**config.mk**
```make
export PLATFORM = sky130hd
export DESIGN_NAME = dram_refresh_decoder
export DESIGN_NICKNAME = d
export VERILOG_FILES = /design/src/rtl/drd_pkg.sv /design/src/rtl/strobe_edges.sv /design/src/rtl/refresh_ctr.sv /design/src/rtl/dq_fold.sv /design/src/rtl/dram_refresh_decoder.sv
export SDC_FILE = /design/constraint.sdc
export NUM_CORES = 1
export LEC_CHECK = 0
export ABC_AREA = 1
export BUFFER_PORTS_ARGS = -buffer_cell sky130_fd_sc_hd__buf_2
export CORE_MARGIN = 8
export CORE_UTILIZATION = 45
export DETAILED_ROUTE_END_ITERATION = 10
export MAX_ROUTING_LAYER = met4
export PLACE_DENSITY = 0.7
export SKIP_CTS_REPAIR_TIMING = 1
export SYNTH_ARGS = -nofsm -noshare
export SYNTH_HDL_FRONTEND = slang
export SYNTH_SLANG_ARGS = --single-unit
```
**constraint.sdc**
```tcl
create_clock -name clk -period 2.8 [get_ports clk]
set_input_delay 0.56 -clock clk [delete_from_list [all_inputs] [get_ports clk]]
set_output_delay 0.56 -clock clk [all_outputs]
set_load 0.05 [all_outputs]
```
**src/rtl/drd_pkg.sv**
```systemverilog
package drd_pkg;
    typedef enum logic [2:0] {
        ST_IDLE,
        ST_ROW,
        ST_ACC,
        ST_PRE,
        ST_CBR,
        ST_HID
    } cyc_st_t;
endpackage

```
**src/rtl/strobe_edges.sv**
```systemverilog
module strobe_edges (
    input  logic clk,
    input  logic rst_n,
    input  logic ras_n,
    input  logic cas_n,
    input  logic we_n,
    output logic ras_fall,
    output logic ras_rise,
    output logic cas_fall,
    output logic we_fall
);
    logic ras_q, cas_q, we_q;

    always_ff @(posedge clk) begin
        if (!rst_n) begin
            ras_q <= 1'b1;
            cas_q <= 1'b1;
            we_q  <= 1'b1;
        end else begin
            ras_q <= ras_n;
            cas_q <= cas_n;
            we_q  <= we_n;
        end
    end

    assign ras_fall = ras_q & ~ras_n;
    assign ras_rise = ~ras_q & ras_n;
    assign cas_fall = cas_q & ~cas_n;
    assign we_fall  = we_q & ~we_n;
endmodule

```
**src/rtl/refresh_ctr.sv**
```systemverilog
module refresh_ctr #(
    parameter int W = 12
) (
    input  logic         clk,
    input  logic         rst_n,
    input  logic         step,
    output logic [W-1:0] value
);
    always_ff @(posedge clk) begin
        if (!rst_n)
            value <= '0;
        else if (step)
            value <= value + 1'b1;
    end
endmodule

```
**src/rtl/dq_fold.sv**
```systemverilog
module dq_fold #(
    parameter int DQ_W = 4,
    parameter int PAR  = 4,
    localparam int SEL_W = $clog2(PAR)
) (
    input  logic [DQ_W*PAR-1:0] bits,
    input  logic [SEL_W-1:0]    sel,
    input  logic                par_mode,
    output logic [DQ_W-1:0]     dq
);
    for (genvar i = 0; i < DQ_W; i++) begin : g_dq
        logic [PAR-1:0] grp;
        assign grp   = bits[i*PAR +: PAR];
        assign dq[i] = par_mode ? ((&grp) | ~(|grp)) : grp[sel];
    end
endmodule

```
**src/rtl/dram_refresh_decoder.sv**
```systemverilog
module dram_refresh_decoder
    import drd_pkg::*;
#(
    parameter int ROW_W = 12,
    parameter int COL_W = 10,
    parameter int DQ_W  = 4,
    parameter int PAR   = 4,
    localparam int SEL_W = $clog2(PAR)
) (
    input  logic                clk,
    input  logic                rst_n,
    input  logic                ras_n,
    input  logic                cas_n,
    input  logic                we_n,
    input  logic [ROW_W-1:0]    addr,
    input  logic [DQ_W*PAR-1:0] rd_bits,
    output logic                act_pulse,
    output logic                act_refresh,
    output logic [ROW_W-1:0]    act_row,
    output logic [COL_W-1:0]    col_addr,
    output logic                wr_strobe,
    output logic                test_mode,
    output logic [DQ_W-1:0]     dq_out,
    output logic                dq_oe
);
    cyc_st_t          state_q, state_d;
    logic             ras_fall, ras_rise, cas_fall, we_fall;
    logic [ROW_W-1:0] ctr_val;
    logic [DQ_W-1:0]  fold_dq;
    logic             rd_on, dq_valid, col_edge, ctr_step;

    strobe_edges u_edges (
        .clk(clk), .rst_n(rst_n), .ras_n(ras_n), .cas_n(cas_n), .we_n(we_n),
        .ras_fall(ras_fall), .ras_rise(ras_rise), .cas_fall(cas_fall), .we_fall(we_fall)
    );

    assign ctr_step = ras_fall & ~cas_n;

    refresh_ctr #(.W(ROW_W)) u_ctr (
        .clk(clk), .rst_n(rst_n), .step(ctr_step), .value(ctr_val)
    );

    dq_fold #(.DQ_W(DQ_W), .PAR(PAR)) u_fold (
        .bits(rd_bits), .sel(col_addr[SEL_W-1:0]), .par_mode(test_mode), .dq(fold_dq)
    );

    // next-state decode
    always_comb begin
        state_d = state_q;
        unique case (state_q)
            ST_IDLE: if (ras_fall) state_d = cas_n ? ST_ROW : ST_CBR;
            ST_PRE: begin
                if (ras_fall)   state_d = cas_n ? ST_ROW : ST_HID;
                else if (cas_n) state_d = ST_IDLE;
            end
            ST_ROW: begin
                if (ras_rise)    state_d = ST_IDLE;
                else if (!cas_n) state_d = ST_ACC;
            end
            ST_ACC:  if (ras_rise) state_d = cas_n ? ST_IDLE : ST_PRE;
            ST_CBR:  if (ras_rise) state_d = ST_IDLE;
            ST_HID:  if (ras_rise) state_d = cas_n ? ST_IDLE : ST_PRE;
            default: state_d = ST_IDLE;
        endcase
    end

    always_ff @(posedge clk) begin
        if (!rst_n) state_q <= ST_IDLE;
        else        state_q <= state_d;
    end

    assign col_edge = ((state_q == ST_ROW) || (state_q == ST_ACC)) && cas_fall;

    // registered outputs and datapath
    always_ff @(posedge clk) begin
        if (!rst_n) begin
            act_pulse   <= 1'b0;
            act_refresh <= 1'b0;
            act_row     <= '0;
            col_addr    <= '0;
            wr_strobe   <= 1'b0;
            test_mode   <= 1'b0;
            dq_out      <= '0;
            rd_on       <= 1'b0;
            dq_valid    <= 1'b0;
        end else begin
            act_pulse <= 1'b0;
            wr_strobe <= 1'b0;
            if (ras_fall) begin
                act_pulse   <= 1'b1;
                act_refresh <= ~cas_n;
                act_row     <= cas_n ? addr : ctr_val;
                if (!cas_n) test_mode <= ~we_n;
            end
            if ((state_q == ST_ROW) && ras_rise) test_mode <= 1'b0;
            if ((state_q == ST_ACC) && !cas_n && !cas_fall) begin
                dq_out   <= fold_dq;
                dq_valid <= 1'b1;
            end
            if ((state_q == ST_ACC) && !we_n) rd_on <= 1'b0;
            if (col_edge) begin
                col_addr  <= test_mode ? {addr[COL_W-1:SEL_W], {SEL_W{1'b0}}}
                                       : addr[COL_W-1:0];
                rd_on     <= we_n;
                wr_strobe <= ~we_n;
            end else if ((state_q == ST_ACC) && !cas_n && we_fall) begin
                wr_strobe <= 1'b1;
            end
            if ((state_d == ST_IDLE) || (state_d == ST_ROW) || (state_d == ST_CBR)) begin
                rd_on    <= 1'b0;
                dq_valid <= 1'b0;
            end
        end
    end

    assign dq_oe = rd_on & dq_valid &
                   ((state_q == ST_ACC) || (state_q == ST_PRE) || (state_q == ST_HID));
endmodule

```
After elaboration in Yosys (flattened, before gate mapping)

Index checks and enable logic that the tools add are counted.

Register bits: 50
Output and inout bits: 31
Word-level logic and storage cells: 102

Add/subtract/negate cells: 1
Magnitude comparators: 1
Equality and inequality tests: 7
Mux-type cells: 30
Bitwise operators: 20
Reduce and logical (&&, ||, !) cells: 29

Operators with widths:

| cell                    | count |
|---|---|
| $mux W3                 | 9 |
| $reduce_and A4 Y1       | 4 |
| $reduce_or A4 Y1        | 4 |
| $pmux W3 S5             | 1 |
| $mux W1                 | 13 |
| $add A12 B1 Y12 const B | 1 |
| $mux W12                | 1 |
| $eq A3 B3 Y1 const B    | 3 |
| $not A1 Y1              | 9 |
| $bmux W1 S2             | 4 |
| $and A1 B1 Y1           | 7 |
| $eq A3 B1 Y1 const B    | 2 |
| $eq A3 B2 Y1 const B    | 2 |
| $logic_and A1 B1 Y1     | 6 |
| $logic_not A3 Y1        | 2 |
| $reduce_or A2 Y1        | 3 |
| $logic_or A1 B1 Y1      | 5 |
| $mux W2                 | 2 |
| $or A1 B1 Y1            | 4 |
| $logic_not A1 Y1        | 3 |
| $lt A2 B3 Y1 const B    | 1 |
| $reduce_and A2 Y1       | 1 |
| $reduce_bool A2 Y1      | 1 |

Logic depth before layout (Yosys ltp)

Gate-level depths: netlist (run 1).

Depth in word-level cells: 8
Depth in mapped cells: 9
Gate-level depth less buffers: 9

Cells and area by module

A second synthesis (run 1) with hierarchy kept.

Cell total of the unflattened synthesis: 360
Area, all modules: 2452.4 µm²

Modules (own cells, without submodules):

| module               | times used | cells an instance | area an instance (µm²) | seq. area each (µm²) |
|---|---|---|---|---|
| dram_refresh_decoder | 1          | 208               | 1483.9                 | 700.7 |
| refresh_ctr          | 1          | 80                | 611.8                  | 240.2 |
| dq_fold              | 1          | 56                | 247.7                  | 0.0 |
| strobe_edges         | 1          | 16                | 108.9                  | 60.1 |

Worst setup path before layout (run 1)

Ideal clock, no wire load.

Kind: flip-flop to output port
Start: reg state_q[1]
End: out dq_oe
Data arrival time: 1.282 ns
Required time: 2.240 ns
Path slack: 0.958 ns
Stages on the path, launching flop included: 4
Path buffers: 0
Cells stage by stage: dfxtp_1 -> inv_2 -> nand3_1 -> a21oi_1

Cells in the longest elaborated chain, start to end: 4
Elaborated cells on any way between the ends: 6

Ends and longest elaborated chain:

| what                   | RTL line                    | RTL |
|---|---|---|
| start, declared        | dram_refresh_decoder.sv:26  | `cyc_st_t state_q, state_d;` |
| start signal, assigned | dram_refresh_decoder.sv:69  | `else state_q <= state_d;` |
| $eq A3 B2 Y1           | dram_refresh_decoder.sv:117 | `((state_q == ST_ACC) \|\| (state_q == ST_PRE) \|\| (state_q == ST_HID));` |
| $logic_or A1 B1 Y1     | dram_refresh_decoder.sv:117 |  |
| $logic_or A1 B1 Y1 (*) | dram_refresh_decoder.sv:117 |  |
| $and A1 B1 Y1 (*)      | dram_refresh_decoder.sv:116 | `assign dq_oe = rd_on & dq_valid &` |
| end, declared          | dram_refresh_decoder.sv:24  | `output logic dq_oe` |

Every way passes the cells marked *; elsewhere a longest branch is shown, timed or not.

Worst setup path after layout (run 1)

Same ends and word-level chain as after synthesis.

==> results.toml, run 1 <==
[status]
status = "finished, final reports clean"

[floorplanning]
rows = 26
initial_utilization = 0.462
die_w_um = 88.2
die_h_um = 88.2
design.core.area_um2 = 5070
die-area_um2 = 7780
ios = 64

[grt]
grt_use_met3 = 0.0385
grtUsageMet1 = 0.206
grtUsageMet2 = 0.263
grt_pass1_vias = 2223
grt_max_degree = 26
grt_first_pass_wirelength_um = 10100
gr-total-overflow = 0
grt_busiest_layer = "met2"
antenna_found_initial = 0
track_usage = 0.167

[sta]
min_period_ps = 1870
finalHoldViolCount = 0
tightest_slew_ps = 735
drv_slew = 0
final.setup.tns_ps = 0
whs_ps = 452
fmax_mhz = 535
period_share = 0.668
setup_viol = 0
final.setup_skew_ps = 11.0
relSlewSlack = 0.510
rsz0062_at_grt = "no"

[pwr]
p_per_area_nw_per_um2 = 500
clkPwrFrac = 0.314
p_int_mw = 0.974
p_leak_nw = 1.26
ir_worst_vdd_v = 0.000340
p_sw_frac = 0.301
p_sw_mw = 0.420
p_seq_frac = 0.538
combPwrFrac = 0.148

[cells_and_area]
fillers = 554
fin_util = 0.550
diodes = 0
area_growth_pct = 19.0
final_cell_area_um2 = 2790
drive_gt1_frac = 0.233
multiInputGateArea_um2 = 1150
nets = 424
seqCellArea_um2 = 1000

[route]
drt_first_pass_iters = 4
wl_um = 6050
drc = 0
vias = 2339
post_drt_wl_per_cell_um = 13.1
drt_iter0_markers = 126
ant_nets = 0
viasPerCell = 5.07

[logic_synthesis]
synth_area_per_cell_um2 = 7.08
synth_nets = 365
syn_inst = 331
synth_cell_types = 31
syn_area_um2 = 2340
synth.ff_latch_count = 50
yosys_warnings = 0
seq_area_frac_synth = 0.427

[setup_path]
cp_slowest_stage_delay_ps = 380
endpoint_kind = "output pin"
crit_chain = "inv_2 > nand3_1 > a21oi_1 > buf_2"
setup.worst_path.class = "reg -> out"
crit_path_max_fanout = 6
crit_family = "buffers and inverters"
startpoint_type = "flip-flop"
crit_buf_inv = 2
crit_required_ps = 2240
arrival_ps = 1310
cpMaxStageDelayCell = "dfxtp_1"

[clocking]
clock-sinks = 50
cts_buffers = 5
cts_tree = "yes"
clockBufferDepth = 2
clock_latency_ps = 310
clock-root-buffer = "clkbuf_8"
htree_levels = 2
clk_pin_slew_ps = 100

[place]
portBuffers = 63
place.gp.congestion = 0.924
dpl_cell_area_um2 = 2700
dp_hpwl_um = 4520

[worst_hold_path]
hold_class = "reg -> reg"

[run]
drv_cap = 0
==> layer usage <==
metal  wire (um)  share of wire  up-vias
li1            -              -     1210
met1        2790           0.46     1057
met2        2850           0.47       59
met3         292          0.048       13
met4         116          0.019        0
met5           0              0        -
==> layout by cell type (no fill, tap or decap), drive strengths merged, types with 2 or more instances in the layout <==
master / instances
nand2: 76
buf: 64
dfxtp: 50
nor2: 49
inv: 36
o21ai: 27
a21oi: 21
nand3: 18
a31oi: 12
nor3: 8
a211oi: 7
clkbuf: 5
a22oi: 4
o22ai: 4
nand4: 2
==> cell type report <==
| cell class | count | area share |
|---|---|---|
| Tap cell | 70 | 0.0314 |
| Timing Repair Buffer | 64 | 0.116 |
| Inverter | 35 | 0.0471 |
| Clock inverter | 3 | 0.00897 |
| Multi-Input combinational cell | 234 | 0.413 |
| Clock buffer | 5 | 0.0247 |
| Sequential cell | 50 | 0.359 |
==> worst min-delay path: cells and delay by family, from the launching register on <==
| kind | cells | cell delay (ps) |
|---|---|---|
| flops | 1 | 310 |
| compound gates | 1 | 60 |
| simple gates | 1 | 50 |
==> registers in the layout, indices dropped and copies added (netlist names) <==
register       count
act_row           12
u_ctr.value       12
col_addr          10
dq_out             4
state_q            3
act_pulse          1
act_refresh        1
dq_valid           1
rd_on              1
test_mode          1
u_edges.cas_q      1
u_edges.ras_q      1
u_edges.we_q       1
wr_strobe          1
==> power groups by stage <==
stage / Clock (mW) / Combinational, mW / Sequential, mW
4_1_cts: 0.453 / 0.207 / 0.749
2_1_floorplan: 0 / 0.0954 / 0.813
3_3_place_gp: 0 / 0.205 / 0.766
3_5_place_dp: 0 / 0.207 / 0.766
5_1_grt: 0.474 / 0.228 / 0.753
6_report: 0.438 / 0.206 / 0.749
==> metrics by stage <==
step	power [mW]	instances	worst slack [ps]
floorplan	0.908	331	958
finish	1.39	461	931
global route	1.46	461	825
CTS	1.41	461	931
detailed placement	0.972	453	791
global placement	0.970	453	831
==> worst paths after layout <==
kind / end / from / slack, ps / cells past startpoint
min reg2reg: wr_strobe / u_edges.we_q / 450 / 2
max: dq_oe / state_q[1] / 930 / 4
max reg2reg: rd_on / u_edges.ras_q / 1140 / 6
min: wr_strobe / u_edges.we_q / 450 / 2
==> Yosys cell counts <==
| cell type | count | share of area |
|---|---|---|
| nand2_1 | 75 | 0.12 |
| dfxtp_1 | 50 | 0.43 |
| nor2_1 | 45 | 0.072 |
| inv_1 | 30 | 0.048 |
| o21ai_0 | 27 | 0.058 |
| a21oi_1 | 21 | 0.045 |
| nand3_1 | 13 | 0.028 |
| a31oi_1 | 12 | 0.032 |
| nor3_1 | 7 | 0.015 |
| a211oi_1 | 6 | 0.019 |
| buf_2 | 5 | 0.011 |
| inv_2 | 5 | 0.0080 |
| nand3_2 | 5 | 0.021 |
| a22oi_1 | 4 | 0.013 |
| o22ai_1 | 4 | 0.011 |
| clkbuf_1 | 3 | 0.0048 |
| buf_1 | 2 | 0.0032 |
| buf_4 | 2 | 0.0064 |
| nand4_1 | 2 | 0.0053 |
| nor2_2 | 2 | 0.0053 |
| a211oi_2 | 1 | 0.0053 |
| and3_1 | 1 | 0.0027 |
| ha_1 | 1 | 0.0053 |
| nand2_2 | 1 | 0.0027 |
| nand3b_1 | 1 | 0.0032 |
| nor2_4 | 1 | 0.0048 |
| nor2_8 | 1 | 0.0085 |
| nor3_2 | 1 | 0.0043 |
| nor3b_2 | 1 | 0.0053 |
| o31ai_1 | 1 | 0.0032 |
| or2_2 | 1 | 0.0027 |
==> cell families after synthesis <==
| family | Yosys count | synth area share |
|---|---|---|
| fa+ha+maj | 1 | 0.00534 |
| buf+inv | 47 | 0.0811 |
| flops | 50 | 0.427 |
| simple gates | 157 | 0.301 |
| compound gates | 76 | 0.186 |
Note: power is estimated with default switching activity, not from simulation.
==> run 2: changes to the inputs <==
--- a/config.mk
+++ b/config.mk
@@ -11,7 +11,7 @@
 export CORE_UTILIZATION = 45
 export DETAILED_ROUTE_END_ITERATION = 10
 export MAX_ROUTING_LAYER = met4
-export PLACE_DENSITY = 0.7
+export PLACE_DENSITY = 0.73
 export SKIP_CTS_REPAIR_TIMING = 1
 export SYNTH_ARGS = -nofsm -noshare
 export SYNTH_HDL_FRONTEND = slang
==> constraint.sdc (replaced) <==
create_clock -name clk -period 1.6 [get_ports clk]
set_input_delay 0.32 -clock clk [delete_from_list [all_inputs] [get_ports clk]]
set_output_delay 0.32 -clock clk [all_outputs]
set_load 0.05 [all_outputs]
==> run 2 against run 1 <==
Clock-buffer cell count increased by 1; final area grew 3.6%; critical path depth unchanged; utilization increased by 2.0 points; clock power grew 76%; clock skew increased by 2.2 ps; flip-flop and latch count stayed put; global-route usage decreased by 0.23 points; sequential power is 75% higher; combinational power increased by 88%; first-iteration DRC count increased by 10%; critical path type unchanged; highest routed layer unchanged.
==> results.toml, run 2 (synthesis gave the netlist of run 1 again) <==
[cells_and_area]
fin_util = 0.570
finalNonFillerCells = 472
final_cell_area_um2 = 2890
drive_gt1_frac = 0.259
area_growth_pct = 23.3
largestRegisters = "act_row x12, u_ctr.value x12, col_addr x10"
final_common_cell = "nand2_1"
nets = 435
mostFrequentLayoutCells = "75 x nand2_1, 62 x buf_2, 49 x dfxtp_1"
diodes = 0

[setup_path]
worst_r2r_endpoint = "u_ctr.value[11]"
setup.worst_path.class = "reg -> out"
endpoint_kind = "output pin"
crit_path_max_fanout = 6
reg2reg_depth = 7
path_depth = 4
crit_required_ps = 1280
r2r_start = "u_edges.ras_q"
regToRegSetupSlack_ps = 230
arrival_ps = 1170
cpMaxStageDelayCell = "dfxtp_2"
startpoint_type = "flip-flop"
crit_buf_inv = 2
crit_family = "flip-flops"
crit_chain = "inv_2 > nand3_1 > a21oi_2 > buf_6"
cp_slowest_stage_delay_ps = 360

[place]
placedCellCount = 464
dpl_cell_area_um2 = 2780
place_ws_ps = 148
portBuffers = 63
place.gp.congestion = 0.885
dp_hpwl_um = 4820

[grt]
antenna_found_initial = 0
grt_pass1_vias = 2243
gr-total-overflow = 0
grt_first_pass_wirelength_um = 10100
grt_max_degree = 17
track_usage = 0.165

[floorplanning]
rows = 26
die-area_um2 = 7780
design.core.area_um2 = 5070
initial_utilization = 0.462
die_w_um = 88.2
ios = 64
die_h_um = 88.2

[sta]
whs_ps = 253
final.setup.tns_ps = 0
setup_viol = 0
drv_slew = 0
min_period_ps = 1490
rsz0062_at_grt = "no"
period_share = 0.933
setup_slack_ps = 107
tightest_slew_ps = 319
relSlewSlack = 0.787
fmax_mhz = 670
final.setup_skew_ps = 13.2
finalHoldViolCount = 0

[clocking]
clockBufferDepth = 2
clock_latency_ps = 310
cts_buffers = 5
clock-root-buffer = "clkbuf_8"
clk_pin_slew_ps = 90
clock-sinks = 50
htree_levels = 2
cts_tree = "yes"

[run]
drv_cap = 0

[pwr]
ir_worst_vdd_v = 0.000422
p_leak_nw = 1.32
power_mw = 2.47
p_per_area_nw_per_um2 = 853

[worst_hold_path]
whs_endpoint = "u_edges.ras_q"
hold_start = "ras_n"
hold_class = "in -> reg"
hold_path_depth = 3

[route]
vias = 2400
wl_um = 6050
post_drt_wl_per_cell_um = 12.8
ant_nets = 0
drt_first_pass_iters = 4
viasPerCell = 5.08
drt_iter0_markers = 139
drc = 0

[status]
status = "finished, final reports clean"
[run 2: cell count changes in the layout (fill, tap and decap cells not counted), sizes merged]
cell | before | now
clkinvlp | 1 | 0
clkbuf | 5 | 6
inv | 36 | 35
buf | 64 | 75
clkinv | 1 | 2
[run 2: worst max-delay path by stage]
stage          slack, ps         endpoint   startpoint
2_1_floorplan         60        dq_out[0]  col_addr[0]
3_3_place_gp         180  u_ctr.value[11]        ras_n
3_5_place_dp         150  u_ctr.value[11]        ras_n
4_1_cts              -20            dq_oe   state_q[1]
5_1_grt               20            dq_oe   state_q[1]
6_report             110            dq_oe   state_q[1]
[run 2: report_power, final]
| part | leakage (nW) | switching [mW] | internal (mW) |
|---|---|---|---|
| sequential | 0.407 | 0.0248 | 1.28 |
| combinational | 0.862 | 0.265 | 0.123 |
| clock | 0.0514 | 0.416 | 0.356 |
| total | 1.32 | 0.706 | 1.76 |
[run 2: cell type report]
| class | instances | area, um2 |
|---|---|---|
| flip-flops and latches | 50 | 1000 |
| inverters | 35 | 131 |
| well taps | 70 | 87.6 |
| repair buffers | 75 | 412 |
| clock inverters | 2 | 17.5 |
| clock buffers | 6 | 82.6 |
| fillers | 517 | 2180 |
| multi-input cells | 234 | 1160 |
[run 2: worst reg2reg max path: stages (launching register included)]
cell	delay (ps)
dfxtp_1	410
nand2_2	190
nor2_8	140
nand3_2	90
nor2_2	140
nand3_1	100
o21ai_0	150
nor2_1	50
[run 2: layer usage]
| layer | wire length, um | vias to the layer above | GRT usage |
|---|---|---|---|
| met5 | 0 | - | - |
| met4 | 82 | 0 | 0.0522 |
| met3 | 281 | 7 | 0.0310 |
| met2 | 3020 | 45 | 0.279 |
| met1 | 2670 | 1108 | 0.192 |
| li1 | - | 1240 | - |
==> run 3: changes to the inputs <==
--- a/config.mk
+++ b/config.mk
@@ -7,12 +7,14 @@
 export LEC_CHECK = 0
 export ABC_AREA = 1
 export BUFFER_PORTS_ARGS = -buffer_cell sky130_fd_sc_hd__buf_2
+export CAP_MARGIN = 20
 export CORE_MARGIN = 8
 export CORE_UTILIZATION = 45
 export DETAILED_ROUTE_END_ITERATION = 10
 export MAX_ROUTING_LAYER = met4
-export PLACE_DENSITY = 0.73
+export PLACE_DENSITY = 0.72
 export SKIP_CTS_REPAIR_TIMING = 1
 export SYNTH_ARGS = -nofsm -noshare
 export SYNTH_HDL_FRONTEND = slang
+export SYNTH_HIERARCHICAL = 1
 export SYNTH_SLANG_ARGS = --single-unit
==> run 3 against run 2 <==
Flip-flop and latch count stayed put; critical path type unchanged; critical path depth increased by 1; clock-buffer cell count down 1; highest routed layer unchanged; worst hold slack got worse by 20 ps; sequential share of layout area down 0.71 points.
==> results.toml, run 3 <==
[status]
status = "finished, final reports clean"

[clocking]
clock_latency_ps = 300
clk_pin_slew_ps = 90
cts_buffers = 5
clockBufferDepth = 2
htree_levels = 2
clock-root-buffer = "clkbuf_8"
cts_tree = "yes"
clock-sinks = 50

[worst_hold_path]
hold_path_depth = 3
hold_class = "in -> reg"

[pwr]
p_seq_frac = 0.526
p_sw_frac = 0.309
ir_worst_vdd_v = 0.000617
power_mw = 2.52
p_sw_mw = 0.779
combPwrFrac = 0.186
clkPwrFrac = 0.289
p_leak_nw = 1.45
p_int_mw = 1.74
p_per_area_nw_per_um2 = 848

[floorplanning]
design.core.area_um2 = 5370
die_w_um = 89.8
ios = 64
die-area_um2 = 8070
rows = 27
die_h_um = 89.8
initial_utilization = 0.457

[logic_synthesis]
synth.ff_latch_count = 50
synth_area_per_cell_um2 = 6.81
synthMostInstantiatedCell = "nand2_1"
synth_top_cells_by_area = "dfxtp_1 41%, nand2_1 13%, a21oi_1 9.2%"
syn_inst = 360
seq_area_frac_synth = 0.408
synth_flop_cell = "dfxtp_1"
yosysTopAreaCell = "dfxtp_1"
synth_cell_types = 31
synth_common_cells = "86 x nand2_1, 50 x dfxtp_1, 45 x a21oi_1"
async_flop_share = 0
synth_edf_count = 0
synth_nets = 394
syn_area_um2 = 2450
synthDominantCellAreaShare = 0.408
yosys_warnings = 6

[sta]
period_share = 0.965
final.setup_skew_ps = 6.80
drv_slew = 0
final.setup.tns_ps = 0
min_period_ps = 1540
fmax_mhz = 648
tightest_slew_ps = 279
setup_viol = 0
rsz0062_at_grt = "no"
whs_ps = 233
finalHoldViolCount = 0
relSlewSlack = 0.814

[route]
post_drt_wl_per_cell_um = 12.7
drt_iter0_markers = 170
vias = 2513
ant_nets = 0
drc = 0
viasPerCell = 5.02
wl_um = 6380
drt_first_pass_iters = 4

[place]
placedCellCount = 493
place.gp.congestion = 0.901
portBuffers = 63
dp_hpwl_um = 5020
dpl_cell_area_um2 = 2870

[grt]
gr-total-overflow = 0
antenna_found_initial = 0
track_usage = 0.164
grt_first_pass_wirelength_um = 11100
grt_max_degree = 18
grt_pass1_vias = 2448

[setup_path]
cpMaxStageDelayCell = "dfxtp_4"
crit_path_max_fanout = 7
path_depth = 5
setup.worst_path.class = "reg -> out"
endpoint_kind = "output pin"
crit_buf_inv = 2
reg2reg_depth = 10
cp_slowest_stage_delay_ps = 400
arrival_ps = 1220
crit_chain = "nor2_2 > inv_1 > nand3_1 > a21oi_2 > buf_4"
crit_family = "flip-flops"
startpoint_type = "flip-flop"
crit_required_ps = 1280

[cells_and_area]
largestRegisters = "act_row x12, u_ctr/value x12, col_addr x10"
mostFrequentLayoutCells = "86 x nand2_1, 62 x buf_2, 48 x dfxtp_1"
final_common_cell = "nand2_1"
fillers = 553
area_growth_pct = 21.1
finalNonFillerCells = 501
drive_gt1_frac = 0.238
nets = 462
final_cell_area_um2 = 2970
diodes = 0

[run]
drv_cap = 0
[run 3: cell types whose count changed after synthesis, moves of 4 or more]
cell | previous run | this run
a21oi_1 | 21 | 45
nand3_1 | 13 | 32
a31oi_1 | 12 | 1
nand2_1 | 75 | 86
nor2_1 | 45 | 34
o21ai_0 | 27 | 37
nor3_1 | 7 | 1
a211oi_1 | 6 | 1
a22oi_1 | 4 | 0
inv_1 | 30 | 34
nand3_2 | 5 | 1
o22ai_1 | 4 | 0
[run 3: per-stage QoR]
step	setup WS [ps]	utilization
2_1_floorplan	108	-
3_3_place_gp	83.9	0.534
3_5_place_dp	31.0	0.534
4_1_cts	-137	0.550
5_1_grt	6.27	0.553
6_report	56.1	0.553
[run 3: routing by layer]
layer  global-route usage  share of wire  vias up
met5                    -              0        -
met4               0.0465         0.0094        0
met3               0.0374          0.049        6
met2                0.278           0.48       65
met1                0.188           0.46     1128
li1                     -              -     1314
[run 3: tightest hold or removal path, stage by stage]
cell	delay (ps)
buf_2	90
inv_1	50
nand2_1	40
[run 3: cells by family after synthesis]
kind of cell | count (synthesis) | synth area share
DFF | 50 | 0.408
buffers and inverters | 54 | 0.0934
and+or+nand+nor | 167 | 0.308
adders and majority gates | 1 | 0.00510
AOI/OAI and AO/OA | 88 | 0.185
[run 3: power groups by stage]
stage | clock (mW) | sequential (mW) | combinational, mW
global placement | 0 | 1.35 | 0.459
global route | 0.801 | 1.33 | 0.514
finish | 0.727 | 1.32 | 0.468
detailed placement | 0 | 1.35 | 0.466
CTS | 0.741 | 1.33 | 0.468
floorplan | 0 | 1.48 | 0.186
[run 3: final timing paths]
path	start	endpoint	slack (ps)
setup / recovery	state_q[1]	dq_oe	60
hold / removal	ras_n	u_edges/ras_q	230
setup reg to reg	u_edges/ras_q	u_ctr/value[9]	200
hold reg to reg	dq_out[2]	dq_out[2]	450
[run 3: area by class of cell]
class	instances	area (um2)	share of cell area
clock buffers	5	68.8	0.0232
clock inverters	3	21.3	0.00716
inverters	42	159	0.0535
multi-input cells	256	1230	0.414
flip-flops and latches	50	1010	0.340
well taps	72	90.1	0.0303
repair buffers	73	393	0.132
